## src/rtl/intvec_pkg.sv

```systemverilog
// Package: shared widths, vector offsets and offset helpers for the
// interrupt vector controller. Assumes a 16-bit address made of an
// 8-bit page (upper byte) and an 8-bit word-aligned offset.
package intvec_pkg;

    localparam int ADDR_W   = 16;
    localparam int PAGE_W   = 8;
    localparam int NUM_RST  = 3;

    localparam logic [PAGE_W-1:0] RESET_PAGE = 8'hFF;
    localparam logic [PAGE_W-1:0] BASE_INIT  = 8'hFF;

    localparam logic [7:0] OFF_RST0   = 8'hFE;
    localparam logic [7:0] OFF_UNIMPL = 8'hF8;
    localparam logic [7:0] OFF_SWI    = 8'hF6;
    localparam logic [7:0] OFF_XREQ   = 8'hF4;
    localparam logic [7:0] OFF_IRQ0   = 8'hF2;
    localparam logic [7:0] OFF_SPUR   = 8'h80;

    // Tier that won arbitration, in descending rank.
    typedef enum logic [2:0] {
        TIER_RESET,
        TIER_UNIMPL,
        TIER_SWI,
        TIER_XREQ,
        TIER_IRQ,
        TIER_SPUR
    } tier_e;

    // Offset of the reset vector for reset cause k.
    function automatic logic [7:0] rst_offset(input int unsigned k);
        return OFF_RST0 - 8'(2 * k);
    endfunction

    // Offset of the vector for I-bank entry n.
    function automatic logic [7:0] irq_offset(input int unsigned n);
        return OFF_IRQ0 - 8'(2 * n);
    endfunction

endpackage

```

## src/rtl/ivec_base_reg.sv

```systemverilog
// Module: vector base register. Holds the upper address byte for all
// non-reset vectors. Assumes a synchronous active-low reset; a write
// becomes visible on the edge that captures it.
module ivec_base_reg
    import intvec_pkg::*;
#(
    parameter logic [PAGE_W-1:0] INIT = BASE_INIT
) (
    input  logic              clk,
    input  logic              rst_n,
    input  logic              we,
    input  logic [PAGE_W-1:0] wdata,
    output logic [PAGE_W-1:0] base_q
);

    // Load on write strobe, return to INIT in reset.
    always_ff @(posedge clk) begin
        if (!rst_n)
            base_q <= INIT;
        else if (we)
            base_q <= wdata;
    end

endmodule

```

## src/rtl/ivec_prio_enc.sv

```systemverilog
// Module: fixed-priority encoder, lowest set index wins. Purely
// combinational. Assumes N >= 1; the index width is at least one bit.
module ivec_prio_enc #(
    parameter int N  = 8,
    parameter int IW = (N > 1) ? $clog2(N) : 1
) (
    input  logic [N-1:0]  req,
    output logic          hit,
    output logic [IW-1:0] idx
);

    // Scan from the top so the lowest set index is the last assignment.
    always_comb begin
        hit = |req;
        idx = '0;
        for (int k = N - 1; k >= 0; k--) begin
            if (req[k])
                idx = IW'(k);
        end
    end

endmodule

```

## src/rtl/ivec_select.sv

```systemverilog
// Module: tier arbiter. Ranks reset, trap, software/debug, X-masked and
// I-masked sources, applies the masks, and forms the next vector
// address. Combinational; assumes masked requests are already stable
// in the strobe cycle.
module ivec_select
    import intvec_pkg::*;
#(
    parameter int NUM_IRQ = 8,
    parameter int IRQ_IW  = (NUM_IRQ > 1) ? $clog2(NUM_IRQ) : 1,
    parameter int RST_IW  = $clog2(NUM_RST)
) (
    input  logic [NUM_RST-1:0] rst_cause,
    input  logic               unimpl,
    input  logic               swi,
    input  logic               dbg,
    input  logic               x_req,
    input  logic               x_mask,
    input  logic [NUM_IRQ-1:0] irq_req,
    input  logic               i_mask,
    input  logic [PAGE_W-1:0]  base_q,
    output tier_e              tier,
    output logic [ADDR_W-1:0]  next_addr
);

    logic [NUM_IRQ-1:0] irq_live;
    logic               irq_hit;
    logic [IRQ_IW-1:0]  irq_idx;
    logic               rst_hit;
    logic [RST_IW-1:0]  rst_idx;
    logic [7:0]         irq_off_tab [NUM_IRQ];
    logic [7:0]         rst_off_tab [NUM_RST];

    // Gate every I-bank line with the I mask.
    genvar g;
    generate
        for (g = 0; g < NUM_IRQ; g++) begin : g_irq
            assign irq_live[g]    = irq_req[g] & ~i_mask;
            assign irq_off_tab[g] = irq_offset(g);
        end
        for (g = 0; g < NUM_RST; g++) begin : g_rst
            assign rst_off_tab[g] = rst_offset(g);
        end
    endgenerate

    ivec_prio_enc #(.N(NUM_RST), .IW(RST_IW)) u_rst_enc (
        .req (rst_cause),
        .hit (rst_hit),
        .idx (rst_idx)
    );

    ivec_prio_enc #(.N(NUM_IRQ), .IW(IRQ_IW)) u_irq_enc (
        .req (irq_live),
        .hit (irq_hit),
        .idx (irq_idx)
    );

    // Pick the winning tier in fixed rank order.
    always_comb begin
        if (rst_hit)
            tier = TIER_RESET;
        else if (unimpl)
            tier = TIER_UNIMPL;
        else if (swi || dbg)
            tier = TIER_SWI;
        else if (x_req && !x_mask)
            tier = TIER_XREQ;
        else if (irq_hit)
            tier = TIER_IRQ;
        else
            tier = TIER_SPUR;
    end

    // Form page and offset for the winning tier.
    always_comb begin
        unique case (tier)
            TIER_RESET:  next_addr = {RESET_PAGE, rst_off_tab[rst_idx]};
            TIER_UNIMPL: next_addr = {base_q, OFF_UNIMPL};
            TIER_SWI:    next_addr = {base_q, OFF_SWI};
            TIER_XREQ:   next_addr = {base_q, OFF_XREQ};
            TIER_IRQ:    next_addr = {base_q, irq_off_tab[irq_idx]};
            default:     next_addr = {base_q, OFF_SPUR};
        endcase
    end

endmodule

```

## src/rtl/intvec_ctrl.sv

```systemverilog
// Module: top of the interrupt vector controller. Registers the
// arbitrated vector one clock after the request strobe. Assumes
// NUM_IRQ between 1 and 57, so I-bank vectors stay above the spurious
// slot, and a synchronous active-low reset.
module intvec_ctrl
    import intvec_pkg::*;
#(
    parameter int NUM_IRQ = 8
) (
    input  logic                      clk,
    input  logic                      rst_n,
    input  logic                      vec_req,
    input  logic [intvec_pkg::NUM_RST-1:0] rst_cause,
    input  logic                      unimpl,
    input  logic                      swi,
    input  logic                      dbg,
    input  logic                      x_req,
    input  logic                      x_mask,
    input  logic [NUM_IRQ-1:0]        irq_req,
    input  logic                      i_mask,
    input  logic                      base_we,
    input  logic [intvec_pkg::PAGE_W-1:0] base_wdata,
    output logic                      vec_valid,
    output logic [intvec_pkg::ADDR_W-1:0] vec_addr
);

    logic [PAGE_W-1:0] base_q;
    logic [ADDR_W-1:0] next_addr;
    tier_e             tier;

    ivec_base_reg #(.INIT(BASE_INIT)) u_base (
        .clk    (clk),
        .rst_n  (rst_n),
        .we     (base_we),
        .wdata  (base_wdata),
        .base_q (base_q)
    );

    ivec_select #(.NUM_IRQ(NUM_IRQ)) u_sel (
        .rst_cause (rst_cause),
        .unimpl    (unimpl),
        .swi       (swi),
        .dbg       (dbg),
        .x_req     (x_req),
        .x_mask    (x_mask),
        .irq_req   (irq_req),
        .i_mask    (i_mask),
        .base_q    (base_q),
        .tier      (tier),
        .next_addr (next_addr)
    );

    // Capture the vector on a strobe; valid lasts one cycle per strobe.
    always_ff @(posedge clk) begin
        if (!rst_n) begin
            vec_valid <= 1'b0;
            vec_addr  <= '0;
        end else begin
            vec_valid <= vec_req;
            if (vec_req)
                vec_addr <= next_addr;
        end
    end

endmodule

```

## config.mk

```make
export PLATFORM = sky130hd
export DESIGN_NAME = intvec_ctrl
export DESIGN_NICKNAME = d
export VERILOG_FILES = /design/src/rtl/intvec_pkg.sv /design/src/rtl/ivec_base_reg.sv /design/src/rtl/ivec_prio_enc.sv /design/src/rtl/ivec_select.sv /design/src/rtl/intvec_ctrl.sv
export SDC_FILE = /design/constraint.sdc
export NUM_CORES = 1
export LEC_CHECK = 0
export ABC_CLOCK_PERIOD_IN_PS = 2800
export CORE_UTILIZATION = 48
export DETAILED_ROUTE_END_ITERATION = 6
export PLACE_DENSITY = 0.84
export SLEW_MARGIN = 20
export SYNTH_ARGS = -nofsm -noshare
export SYNTH_HDL_FRONTEND = slang
export SYNTH_HIERARCHICAL = 1
export SYNTH_SLANG_ARGS = --single-unit
export TNS_END_PERCENT = 20
```

## constraint.sdc

```tcl
create_clock -name clk -period 2.8 [get_ports clk]
set_input_delay 0.42 -clock clk [delete_from_list [all_inputs] [get_ports clk]]
set_output_delay 0.42 -clock clk [all_outputs]
set_load 0.05 [all_outputs]
```

=== Word level (Yosys, flattened, before mapping) ===
Memory sizes are Yosys's and may differ from the RTL's.
Index checks and enable logic that the tools add are counted.

* Register bits: 25
* Latch bits: 0
* Memory bits (writable): 0
* Bits in read-only memories: 64
* Bits of input ports: 29
* Output and inout bits: 17
* Word-level logic and storage cells: 49
* Memories: 1

{| class="wikitable"
|+ Memories
! name !! words !! bits a word !! read ports !! clocked after memory_dff !! wr ports !! RTL line !! RTL
|-
| (name not given) || 8 || 8 || 1 || 0 || 0 || ivec_select.sv:80 || <nowiki>TIER_IRQ: next_addr = {base_q, irq_off_tab[irq_idx]};</nowiki>
|}

* Add/sub/neg operators: 0
* Multipliers: 0
* Div/mod/pow operators: 0
* Order comparisons: 2
* Equal/unequal tests: 4
* Shift operators: 0
* Multiplexer cells: 22
* Bitwise operators: 11
* Reduce and logical (&&, ||, !) cells: 6

{| class="wikitable"
|+ Operators with widths
! kind !! count
|-
| 16-bit case mux with 5 select lines || 1
|-
| 3-bit 2-to-1 mux || 12
|-
| 8-bit 2-to-1 mux || 4
|-
| 8-bit binary-select mux with 2-bit select || 1
|-
| 1-bit AND || 8
|-
| 8-bit OR reduction || 1
|-
| 3-bit by 2-bit == test with 1-bit output, second input constant || 2
|-
| 2-bit 2-to-1 mux || 3
|-
| 4-bit greater-or-equal comparator, second input constant || 1
|-
| 3-bit inverter with 4-bit output || 1
|-
| 3-bit by 1-bit == test with 1-bit output, second input constant || 1
|-
| 3-bit == test, second input constant || 1
|-
| 3-bit greater-or-equal comparator, second input constant || 1
|-
| 3-bit logical NOT || 1
|-
| 2-bit inverter with 3-bit output || 1
|-
| 3-bit OR reduction || 1
|-
| 1-bit logical AND || 1
|-
| 1-bit logical NOT || 1
|-
| 1-bit logical OR || 1
|-
| 1-bit 2-to-1 mux || 1
|-
| 1-bit inverter || 1
|}

=== Depth between registers and ports, before layout ===
Gate-level depths: netlist of the first run.

* Word-level depth: 15
* Depth in mapped cells: 10
* Gate-level depth less buffers: 10

=== Modules after synthesis ===
The synthesis of the first run kept the hierarchy.

{| class="wikitable"
|+ By module, submodules not included
! module !! instances !! cells an instance !! area each (um2) !! seq. area each (um2)
|-
| intvec_ctrl || 1 || 53 || 643.1 || 340.3
|-
| ivec_base_reg || 1 || 26 || 285.3 || 160.2
|-
| ivec_select || 1 || 49 || 285.3 || 0.0
|-
| ivec_prio_enc at u_sel.u_irq_enc || 1 || 13 || 81.3 || 0.0
|-
| ivec_prio_enc at u_sel.u_rst_enc || 1 || 3 || 20.0 || 0.0
|}

=== Worst setup path after synthesis of the first run ===
OpenSTA, ideal clock, no wires.

* Path kind: input -> register
* From: in irq_req[4]
* To: reg vec_addr[2] (netlist bit)
* Setup time: 0.117 ns
* Data arrival time: 1.685 ns
* Data required time: 2.683 ns
* Path slack: 0.997 ns
* Stages on the path: 7
* Path buffers: 0
* Path through: nor2b_1 > nor4_2 > nand3_1 > a2111oi_0 > o22ai_1 > mux2i_1 > nor2b_1

* Elaborated cells between the ends (all ways): 22
* Those cells by class: eq/ne (4); mux (13); bitwise (2); reduce/logical (2); memory (1)

{| class="wikitable"
|+ RTL lines
! what !! RTL line !! RTL
|-
| start, declared || intvec_ctrl.sv:19 || <nowiki>input logic [NUM_IRQ-1:0] irq_req,</nowiki>
|-
| 1-bit AND (*) || ivec_select.sv:37 || <nowiki>assign irq_live[g] = irq_req[g] & ~i_mask;</nowiki>
|-
| 8-bit OR reduction (*) || ivec_prio_enc.sv:14 || <nowiki>hit = |req;</nowiki>
|-
| named net u_sel.irq_hit || ivec_select.sv:26 || <nowiki>logic irq_hit;</nowiki>
|-
| 1-bit 2-to-1 mux (*) || ivec_select.sv:67 || <nowiki>else if (irq_hit)</nowiki>
|-
| 3-bit 2-to-1 mux (*) || ivec_select.sv:65 || <nowiki>else if (x_req && !x_mask)</nowiki>
|-
| 3-bit 2-to-1 mux (*) || ivec_select.sv:63 || <nowiki>else if (swi || dbg)</nowiki>
|-
| 3-bit 2-to-1 mux (*) || ivec_select.sv:61 || <nowiki>else if (unimpl)</nowiki>
|-
| 3-bit 2-to-1 mux (*) || ivec_select.sv:59 || <nowiki>if (rst_hit)</nowiki>
|-
| 3-bit == test (tied with other cells) || ivec_select.sv:75 || <nowiki>unique case (tier)</nowiki>
|-
| 16-bit case mux with 5 select lines (*) || ivec_select.sv:75 ||
|-
| named net next_addr[2] || intvec_ctrl.sv:28 || <nowiki>logic [ADDR_W-1:0] next_addr;</nowiki>
|-
| end signal, assigned || intvec_ctrl.sv:61 || <nowiki>vec_addr <= next_addr;</nowiki>
|-
| end, declared || intvec_ctrl.sv:24 || <nowiki>output logic [intvec_pkg::ADDR_W-1:0] vec_addr</nowiki>
|}

The timed path passes the listed nets; every way through them passes the cells marked *. The select of a mux whose other input is x is not followed.
A chain may end at the register's enable or synchronous reset.

=== Final worst setup path of the first run ===
* From: in i_mask
* To: reg vec_addr[2] (netlist bit)

* Elaborated cells between the ends (all ways): 33
* Those cells by class: eq/ne (4); mux (16); bitwise (10); reduce/logical (2); memory (1)

{| class="wikitable"
|+ RTL lines
! what !! RTL line !! RTL
|-
| start, declared || intvec_ctrl.sv:20 || <nowiki>input logic i_mask,</nowiki>
|-
| 1-bit inverter (*) || ivec_select.sv:37 ||
|-
| 1-bit AND (*) || ivec_select.sv:37 ||
|-
| named net u_sel.irq_live[4] || ivec_select.sv:25 || <nowiki>logic [NUM_IRQ-1:0] irq_live;</nowiki>
|-
| 8-bit OR reduction (*) || ivec_prio_enc.sv:14 ||
|-
| named net u_sel.irq_hit || ivec_select.sv:26 ||
|-
| 1-bit 2-to-1 mux (*) || ivec_select.sv:67 ||
|-
| 3-bit 2-to-1 mux (*) || ivec_select.sv:65 ||
|-
| 3-bit 2-to-1 mux (*) || ivec_select.sv:63 ||
|-
| 3-bit 2-to-1 mux (*) || ivec_select.sv:61 ||
|-
| 3-bit 2-to-1 mux (*) || ivec_select.sv:59 ||
|-
| 3-bit == test (tied with other cells) || ivec_select.sv:75 ||
|-
| 16-bit case mux with 5 select lines (*) || ivec_select.sv:75 ||
|-
| named net next_addr[2] || intvec_ctrl.sv:28 ||
|}

Marks and branches as above.

==> impl_metrics.ini, run 1 <==
[outcome]
status = finished, final reports clean

[floorplanning]
die_area_um2 = 2910
io_pins = 46
die_w_um = 53.9
start_util = 0.513
die_y_um = 53.9
fp-row-count = 18
core-area_um2 = 2520

[worst_hold_path]
hp-class = reg2reg

[timing]
hold_violations = 0
tightest_slew_ns = 0.674
setup-violations-final = 0
period_share = 0.829
rsz0062_at_grt = false
fin_tns_setup_ns = 0
fin_worst_skew_ns = 0.00246
max_freq_mhz = 431
period_needed_ns = 2.32
timing.final.max_slew_violations = 0
slew_headroom = 0.549

[detailed_routing]
routed_wl_mm = 2.97
viasPerCell = 5.36
ant_nets = 0
drc = 0
vias = 1131
drt-initial-drc-count = 16
met3_length_um = 132
met2_length_mm = 1.60
dr.pass1.iters = 4
wl_met1_mm = 1.19
highest_layer = met4
wire_per_inst_um = 14.1

[critical_path]
critical_path_class = in2reg
cp.required_ns = 3.03
cp-end-kind = register
cp.arrival_ns = 2.55
cp_common_cell = nor2b_1
worst-path-buf-inv = 1
path_max_fanout = 8
max_stage_delay_ns = 0.63
crit_chain = clkdlybuf4s50_1 > nor2b_1 > nor4_2 > nand3_1 > a2111oi_0 > o22ai_1 > mux2i_1 > nor2b_1
slowest_stage = clkdlybuf4s50_1
crit_family = simple AND/OR/NAND/NOR gates
worstSetupStartpointType = primary input

[synth]
synth_area_um2 = 1290
synthCells = 139
yosys_warnings = 6
synth_area_per_cell_um2 = 9.31
syn_nets = 169

[clocking]
clock_sinks = 25
cts_inserted_buffers = 3
cts_tree = done
htree_num_levels = 1
clockRootBuffer = clkbuf_4
cts_buffer_depth = 2
postCtsHoldBufs = 0
clock_latency_ns = 0.32
post_cts_resized = 0
clk_pin_slew_worst_paths_ns = 0.14
post-cts-setup-buffer-count = 0

[global_routing]
grt_overflow_total = 0
grt_first_pass_wirelength_mm = 4.57
grt_usage = 0.225
antenna_found_initial = 0
grt_pass1_vias = 1074
grt_max_degree = 26

[finish]
final_nets = 212
area_delta_synth_final_pct = 35.5
drive_gt1_frac = 0.0939
n_antenna_cell = 0
postLayoutCellArea_um2 = 1750
final_cells = 211

[place]
placed_area_um2 = 1720
gp_congestion = 0.762
portBuffers = 45
dpl.hpwl_mm = 2.33
dpl.cell_count = 207

[pwr]
p_leak_nw = 0.724
powerDensity_nw_per_um2 = 453
ir_worst_vdd_mv = 0.409

[run]
drv_cap = 0
## power breakdown
group          total (mW)  internal, mW  switching, mW
Sequential          0.393         0.381         0.0123
Combinational       0.236         0.107          0.129
Clock               0.165        0.0546          0.110
Total               0.794         0.543          0.252
## final cells by class
class / count / area [um2]
Clock buffer: 3 / 22.5
Clock inverter: 1 / 7.51
Fill cell: 207 / 769
Inverter: 6 / 22.5
Multi-Input combinational cell: 99 / 697
Sequential cell: 25 / 500
Tap cell: 30 / 37.5
Timing Repair Buffer: 47 / 465
## flip-flops by register name, indices dropped and copies added, names as in the netlist
name and cells:
vec_addr 16, u_base/base_q 8, vec_valid 1
## worst paths after layout
check                     end  cells past startpoint  slack (ns)        startpoint
min          u_base/base_q[1]                      2        0.48  u_base/base_q[1]
max reg2reg      vec_addr[15]                      3        1.89  u_base/base_q[7]
max               vec_addr[2]                      8        0.48            i_mask
min reg2reg  u_base/base_q[1]                      2        0.48  u_base/base_q[1]
## layer usage
layer / track usage / vias to the layer above
met3: 0.0395 / 6
met1: 0.226 / 535
met2: 0.434 / 41
met4: 0.110 / 0
met5: 0 / -
li1: - / 549
## per-stage QoR
step	utilization	hold slack, ns	setup slack (ns)	power, mW
floorplan	-	0.433	0.997	0.546
global placement	0.683	0.446	0.331	0.627
detailed placement	0.683	0.454	0.144	0.637
CTS	0.695	0.487	0.485	0.801
global route	0.695	0.506	0.252	0.827
finish	0.695	0.484	0.478	0.794
## cells in the final DEF (no fill, tap or decap), drive strengths merged, types with 3 or more instances in the layout
master / instances
nor2: 5
mux2i: 24
inv: 6
nand2: 9
nor2b: 27
dfxtp: 25
or2: 9
clkdlybuf4s50: 45
clkbuf: 3
## tightest hold or removal path: cells and delay by family (launching register included)
family / cells / cell delay (ns)
and+or+nand+nor: 1 / 0.06
muxes: 1 / 0.06
DFF: 1 / 0.35
(Power assumes the default switching activity.)
==> run 2, diff against run 1 <==
--- a/config.mk
+++ b/config.mk
@@ -5,10 +5,10 @@
 export SDC_FILE = /design/constraint.sdc
 export NUM_CORES = 1
 export LEC_CHECK = 0
-export ABC_CLOCK_PERIOD_IN_PS = 2800
-export CORE_UTILIZATION = 48
+export ABC_CLOCK_PERIOD_IN_PS = 2000
+export CORE_UTILIZATION = 40
 export DETAILED_ROUTE_END_ITERATION = 6
-export PLACE_DENSITY = 0.84
+export PLACE_DENSITY = 0.75
 export SLEW_MARGIN = 20
 export SYNTH_ARGS = -nofsm -noshare
 export SYNTH_HDL_FRONTEND = slang
==> constraint.sdc (replaced) <==
create_clock -name clk -period 2 [get_ports clk]
set_input_delay 0.3 -clock clk [delete_from_list [all_inputs] [get_ports clk]]
set_output_delay 0.3 -clock clk [all_outputs]
set_load 0.05 [all_outputs]
==> impl_metrics.ini, run 2 (same netlist as run 1, synthesis figures left out) <==
[outcome]
status = finished, final reports clean

[timing]
fin_tns_setup_ns = 0
max_freq_mhz = 526
rsz0062_at_grt = true
timing.final.max_slew_violations = 0
tightest_slew_ns = 0.517
period_needed_ns = 1.90
fin_worst_skew_ns = 0.00909
hold_violations = 0
period_share = 0.951
setup-violations-final = 0
worst_slack_ns = 0.0982
slew_headroom = 0.654

[critical_path]
crit_chain = clkdlybuf4s50_1 > nor2b_1 > nor4_2 > nand3_1 > a2111oi_1 > o22ai_1 > mux2i_1 > nor2b_1
cp-end-kind = register
cp.required_ns = 2.20
cp.depth = 8
r2r_start = u_base/base_q[5]
rrSetupSlack_ns = 1.10
r2r_end = vec_addr[13]
reg2reg_depth = 3
cp_common_cell = nor2b_1
critical_path_class = in2reg
path_max_fanout = 3
worst-path-buf-inv = 1
slowest_stage = a2111oi_1
max_stage_delay_ns = 0.43
crit_family = simple AND/OR/NAND/NOR gates
worstSetupStartpointType = primary input
cp.arrival_ns = 2.11

[floorplanning]
core-area_um2 = 3050
die_area_um2 = 3470
die_w_um = 58.9
io_pins = 46
fp-row-count = 20
start_util = 0.424
die_y_um = 58.9

[worst_hold_path]
holdPathStages = 2
min_from = u_base/base_q[7]
hold-path-endpoint = u_base/base_q[7]
hp-class = reg2reg

[pwr]
seq_power_share = 0.501
p_clk_frac = 0.197
ir_worst_vdd_mv = 0.491
p_leak_nw = 0.755
powerDensity_nw_per_um2 = 606
internal_power_uw = 766
power_switching_uw = 335
combPwrFrac = 0.302
netSwitchingFraction = 0.304

[clocking]
cts_tree = done
clock_sinks = 25
clockRootBuffer = clkbuf_4
htree_num_levels = 1
post-cts-setup-buffer-count = 0
postCtsHoldBufs = 0
clock_latency_ns = 0.30
cts_buffer_depth = 2
clk_pin_slew_worst_paths_ns = 0.12
cts_inserted_buffers = 3

[detailed_routing]
wire_per_inst_um = 11.4
ant_nets = 0
drc = 0
drt-initial-drc-count = 42
vias = 1074
viasPerCell = 4.65
dr.pass1.iters = 4
routed_wl_mm = 2.63

[global_routing]
grt_overflow_total = 0
grt_pass1_vias = 1114
antenna_found_initial = 0
grt_usage = 0.168
grt_first_pass_wirelength_mm = 4.53
grt_max_degree = 21

[finish]
area_delta_synth_final_pct = 40.3
fillCellCount = 293
layout_commonest_cell = clkdlybuf4s50_1
layout_common_cells = clkdlybuf4s50_1, nor2b_1, dfxtp_1, mux2i_1, nand2_1
largestRegisters = vec_addr: 16 flops, u_base/base_q: 8 flops, vec_valid: 1 flops
n_antenna_cell = 0
largest-register = vec_addr
fin_util = 0.595
largest_reg_flops = 16
final_nets = 218
drive_gt1_frac = 0.123

[place]
dpl_worst_slack_ns = -0.361
portBuffers = 45
dpl.hpwl_mm = 2.06
gp_congestion = 0.834

[run]
drv_cap = 0
## run 2: power by group through the flow
stage,sequential [mW],clock (mW),combinational [mW]
2_1_floorplan,0.647,0,0.117
3_3_place_gp,0.561,0,0.326
3_5_place_dp,0.562,0,0.332
4_1_cts,0.552,0.230,0.333
5_1_grt,0.556,0.250,0.358
6_report,0.551,0.217,0.333
## run 2: area by class of cell
| class | instances | area [um2] | area share |
|---|---|---|---|
| multi-input combinational | 99 | 698 | 0.385 |
| inverter | 6 | 22.5 | 0.0124 |
| timing repair buffer | 53 | 509 | 0.280 |
| sequential | 25 | 500 | 0.276 |
| clock buffer | 3 | 22.5 | 0.0124 |
| tap | 44 | 55.1 | 0.0303 |
| clock inverter | 1 | 7.51 | 0.00414 |
## run 2: worst min-delay path, cell delays in order, from the launching register on
cell and delay, ns:
dfxtp_1 0.35, mux2i_1 0.06, nand2_1 0.05
## run 2: per-layer routing
metal	wire, um	vias up	global-route usage
met1	1220	484	0.193
met5	0	-	0
li1	-	558	-
met2	1270	30	0.307
met3	129	2	0.0308
met4	16	0	0.0612
## run 2: what timing repair did
action                     4_1_cts  5_1_grt
pin swaps                        0        1
setup endpoints to repair        2        2
gates cloned                     0        0
resized for setup                1        2
## run 2: metrics by stage
stage	cell area, um2	power (mW)	instances	hold WS [ns]
final	1820	1.10	231	0.483
after global routing	1820	1.16	231	0.514
after CTS	1810	1.11	231	0.489
after detailed placement	1790	0.895	227	0.456
after global placement	1790	0.887	227	0.444
after floorplan	1290	0.765	139	0.428
## run 2: worst max path at each step
stage,end,start
detailed placement,vec_addr[2],i_mask
CTS,vec_addr[3],irq_req[6]
global placement,vec_addr[2],i_mask
finish,vec_addr[2],irq_req[5]
floorplan,vec_addr[2],irq_req[4]
global route,vec_addr[2],irq_req[5]
